===== src/rtl/rps_pkg.sv =====
package rps_pkg;
    typedef enum logic {
        REQ_IDLE = 1'b0,
        REQ_WAIT = 1'b1
    } req_st_e;
endpackage


===== src/rtl/rps_poll_timer.sv =====
module rps_poll_timer #(
    parameter int CNT_W = 8
) (
    input  logic             clk,
    input  logic             rst_n,
    input  logic             reload,
    input  logic             tick,
    input  logic [CNT_W-1:0] interval,
    output logic             expired
);
    typedef struct packed {
        logic [CNT_W-1:0] cnt;
    } tmr_s;

    tmr_s s_d, s_q;

    always_comb begin
        s_d = s_q;
        if (reload) begin
            s_d.cnt = interval;
        end else if (tick && (s_q.cnt != '0)) begin
            s_d.cnt = s_q.cnt - CNT_W'(1);
        end
    end

    always_ff @(posedge clk or negedge rst_n) begin
        if (!rst_n) s_q <= '0;
        else        s_q <= s_d;
    end

    assign expired = (s_q.cnt == '0);
endmodule


===== src/rtl/rps_demand_flag.sv =====
module rps_demand_flag #(
    parameter int DATA_W  = 16,
    parameter int DMD_BIT = 3
) (
    input  logic              clk,
    input  logic              rst_n,
    input  logic              wr_en,
    input  logic [DATA_W-1:0] wr_data,
    input  logic              clear,
    output logic              pending,
    output logic [DATA_W-1:0] rdata
);
    typedef struct packed {
        logic dmd;
    } flag_s;

    flag_s s_d, s_q;
    logic  set_hit;
    logic  unused_wr_bits;

    assign set_hit        = wr_en && wr_data[DMD_BIT];
    assign unused_wr_bits = ^wr_data;

    always_comb begin
        s_d = s_q;
        if (clear)   s_d.dmd = 1'b0;
        if (set_hit) s_d.dmd = 1'b1;  // a fresh write outranks the clear
    end

    always_ff @(posedge clk or negedge rst_n) begin
        if (!rst_n) s_q <= '0;
        else        s_q <= s_d;
    end

    assign pending = s_q.dmd;
    assign rdata   = DATA_W'(s_q.dmd) << DMD_BIT;
endmodule


===== src/rtl/ring_poll_sched.sv =====
module ring_poll_sched #(
    parameter int DATA_W  = 16,
    parameter int CNT_W   = 8,
    parameter int DMD_BIT = 3
) (
    input  logic              clk,
    input  logic              rst_n,
    input  logic              wr_en,
    input  logic [DATA_W-1:0] wr_data,
    input  logic [CNT_W-1:0]  poll_interval,
    input  logic              run_en,
    input  logic              suspend,
    input  logic              fetch_ack,
    output logic              fetch_req,
    output logic [DATA_W-1:0] ctrl_rdata
);
    import rps_pkg::*;

    typedef struct packed {
        req_st_e st;
    } sched_s;

    sched_s s_d, s_q;
    logic   active;
    logic   fire;
    logic   pending;
    logic   expired;

    assign active = run_en && !suspend;
    assign fire   = (s_q.st == REQ_WAIT) && fetch_ack;

    rps_demand_flag #(
        .DATA_W (DATA_W),
        .DMD_BIT(DMD_BIT)
    ) u_flag (
        .clk    (clk),
        .rst_n  (rst_n),
        .wr_en  (wr_en),
        .wr_data(wr_data),
        .clear  (fire),
        .pending(pending),
        .rdata  (ctrl_rdata)
    );

    rps_poll_timer #(
        .CNT_W(CNT_W)
    ) u_timer (
        .clk     (clk),
        .rst_n   (rst_n),
        .reload  (fire),
        .tick    (active && (s_q.st == REQ_IDLE)),
        .interval(poll_interval),
        .expired (expired)
    );

    always_comb begin
        s_d = s_q;
        unique case (s_q.st)
            REQ_IDLE: if (active && (pending || expired)) s_d.st = REQ_WAIT;
            REQ_WAIT: if (fetch_ack)                      s_d.st = REQ_IDLE;
            default:                                      s_d.st = REQ_IDLE;
        endcase
    end

    always_ff @(posedge clk or negedge rst_n) begin
        if (!rst_n) s_q <= '{st: REQ_IDLE};
        else        s_q <= s_d;
    end

    assign fetch_req = (s_q.st == REQ_WAIT);
endmodule


===== config.mk =====
export PLATFORM = sky130hd
export DESIGN_NAME = ring_poll_sched
export DESIGN_NICKNAME = d
export VERILOG_FILES = /design/src/rtl/rps_pkg.sv /design/src/rtl/rps_poll_timer.sv /design/src/rtl/rps_demand_flag.sv /design/src/rtl/ring_poll_sched.sv
export SDC_FILE = /design/constraint.sdc
export NUM_CORES = 1
export LEC_CHECK = 0
export CORE_MARGIN = 2
export CORE_UTILIZATION = 38
export DETAILED_ROUTE_END_ITERATION = 8
export PLACE_DENSITY = 0.91
export REMOVE_ABC_BUFFERS = 1
export SYNTH_ARGS = -nofsm -noshare
export SYNTH_HDL_FRONTEND = slang
export SYNTH_SLANG_ARGS = --single-unit

===== constraint.sdc =====
create_clock -name clk -period 2.1 [get_ports clk]
set_input_delay 0.21 -clock clk [delete_from_list [all_inputs] [get_ports clk]]
set_output_delay 0.21 -clock clk [all_outputs]
set_load 0.1 [all_outputs]

==> results.ini <==
[logic_synthesis]
synth-main-ff-cell = dfrtp_1
synth-warning-count = 0
synth-edff-count = 0
synth_top_area_cell = dfrtp_1
syn_area_per_cell_um2 = 9.34
syn-cell-area_um2 = 868
synthArstFlopShare = 1.00
seq_area_frac_synth = 0.288
ys_types = 42
synth_top_area_share = 0.288
synthTopCellsByArea = dfrtp_1 29%, buf_4 15%, nor2_1 3.0%
syn-instance-count = 93
ys_ff_latch = 10

[cts]
cts_buffers = 3
cts_buffer_depth = 2
clk_pin_slew_worst_paths_ps = 70
postCtsSetupBuffers = 0
cts_tree = built
clock_latency_ps = 250
holdBufCountCts = 0
h-tree-depth = 1
cts-root-buf = clkbuf_4
ctsResizeCount = 0
cts.sinks = 10

[floorplanning]
start_util = 0.396
die_y_um = 51.8
die_w_um = 51.8
floorplan.io_pins = 47
core_um2 = 2190
fp-row-count = 17
fp.dieArea_um2 = 2680

[power_and_ir_drop]
p_total_mw = 1.13
vdd_drop_max_v = 0.000411
power.density_nw_per_um2 = 1130
p_leak_nw = 0.409

[drt]
antenna_left = 0
route.vias.total = 699
wire_per_inst_um = 12.1
drt-vias-per-instance = 5.14
drtPass1Iterations = 4
drtIter0Drc = 16
routed_wl_um = 1650
drc_errors = 0

[setup_path]
crit_fanout = 6
required_ps = 2240
path_class = register to register
worstSetupEndpointType = register
arrival_ps = 1910
cp-start-kind = register

[global_routing]
gr-total-overflow = 0
grt_pass1_vias = 635
grt_max_degree = 13
track_usage = 0.132
antenna_found_initial = 0
grt_pass1_wl_um = 2660

[placed_design]
place_congestion = 0.847
dpl.hpwl_um = 1350
placed_cells = 133
numPortBuffers = 16
place_area_um2 = 975

[layout]
num_antenna_cells = 0
nNetsFinal = 142
mostFrequentLayoutCells = 15 x conb_1, 14 x clkdlybuf4s50_1, 10 x dfrtp_1
final_cells = 136
synthToLayoutAreaGrowth_pct = 14.8
finalInstanceArea_um2 = 997
layout_commonest_cell = conb_1
drive_gt1_frac = 0.139

[timing]
fmax_mhz = 565
period_needed_ps = 1770
fin_crit_sh = 0.843
rsz0062_at_grt = false
finalSetupViolations = 0
clock_skew_ps = 1.11
drv_slew = 0
tns_ps = 0
finalHoldViolCount = 0

[job]
drv_cap = 0

[run_status]
outcome = complete, no violations

[min_path]
min_path_type = input pin to async pin

[metrics by stage]
step                       util  hold WS (ps)  worst slack (ps)
after floorplan               -         -85.6               107
after global placement    0.445           526               378
after detailed placement  0.445           521               341
after CTS                 0.455           292               346
after global routing      0.455           299               289
final                     0.455           277               330
[state kept, by name, summed over array words and instances, names as in the netlist]
name	flops
u_timer.s_q	8
fetch_req	1
u_flag.pending	1
[cell type report]
| cell class | instances | area [um^2] |
|---|---|---|
| multi-input combinational | 72 | 504 |
| inverter | 6 | 22.5 |
| tap | 28 | 35.0 |
| sequential | 10 | 250 |
| timing repair buffer | 17 | 163 |
| clock buffer | 3 | 22.5 |
| fill | 211 | 1190 |
[synthesized netlist by cell type, types with 2 or more instances]
cell / count
ha_1: 2
a221o_2: 2
a211oi_1: 3
nor3b_1: 2
nand2b_1: 2
or3_1: 2
nand2_1: 5
nand3_1: 2
inv_1: 6
and2_1: 2
nand4_1: 2
nor2_1: 7
a31oi_1: 2
buf_4: 17
dfrtp_1: 10
[where the power goes]
part	leakage [nW]	internal [mW]	total [mW]	switching, mW
Clock	0.0138	0.0659	0.128	0.0624
Combinational	0.278	0.220	0.582	0.361
Sequential	0.118	0.272	0.416	0.144
[cells by family (layout without fill, tap and decap cells)]
logic type / after synthesis / in the layout / share of synthesized area
other: 1 / 15 / 0.00432
DFF: 10 / 10 / 0.288
and+or+nand+nor: 34 / 34 / 0.280
adders and majority gates: 2 / 2 / 0.0288
muxes: 1 / 1 / 0.0115
AOI/OAI and AO/OA: 20 / 20 / 0.196
buffers and inverters: 25 / 26 / 0.192
[worst paths after layout]
kind | startpoint | end | slack (ps) | cells after the start
hold reg to reg | u_flag.pending | u_flag.pending | 540 | 1
setup / recovery | u_timer.s_q[0] | u_timer.s_q[1] | 330 | 5
setup reg to reg | u_timer.s_q[0] | u_timer.s_q[1] | 330 | 5
hold / removal | rst_n | fetch_req | 280 | 1
min in group clk | poll_interval[5] | u_timer.s_q[5] | 500 | 3
max in group asynchronous | rst_n | u_timer.s_q[5] | 1500 | 1
[worst max-delay path, stage by stage, from the launching register on]
cell	delay [ps]
dfrtp_1	420
inv_1	130
ha_1	240
nor4b_4	360
a2111oi_0	190
a221o_2	320
[per-layer routing]
metal,GRT usage,up-vias,wire [um],part of all wire
met3,0.0431,2,103,0.062
met1,0.141,331,689,0.42
li1,-,343,-,-
met2,0.241,23,845,0.51
met5,0,-,0,0
met4,0.0439,0,11,0.0067
No activity file was read; power rests on OpenSTA's default activity.
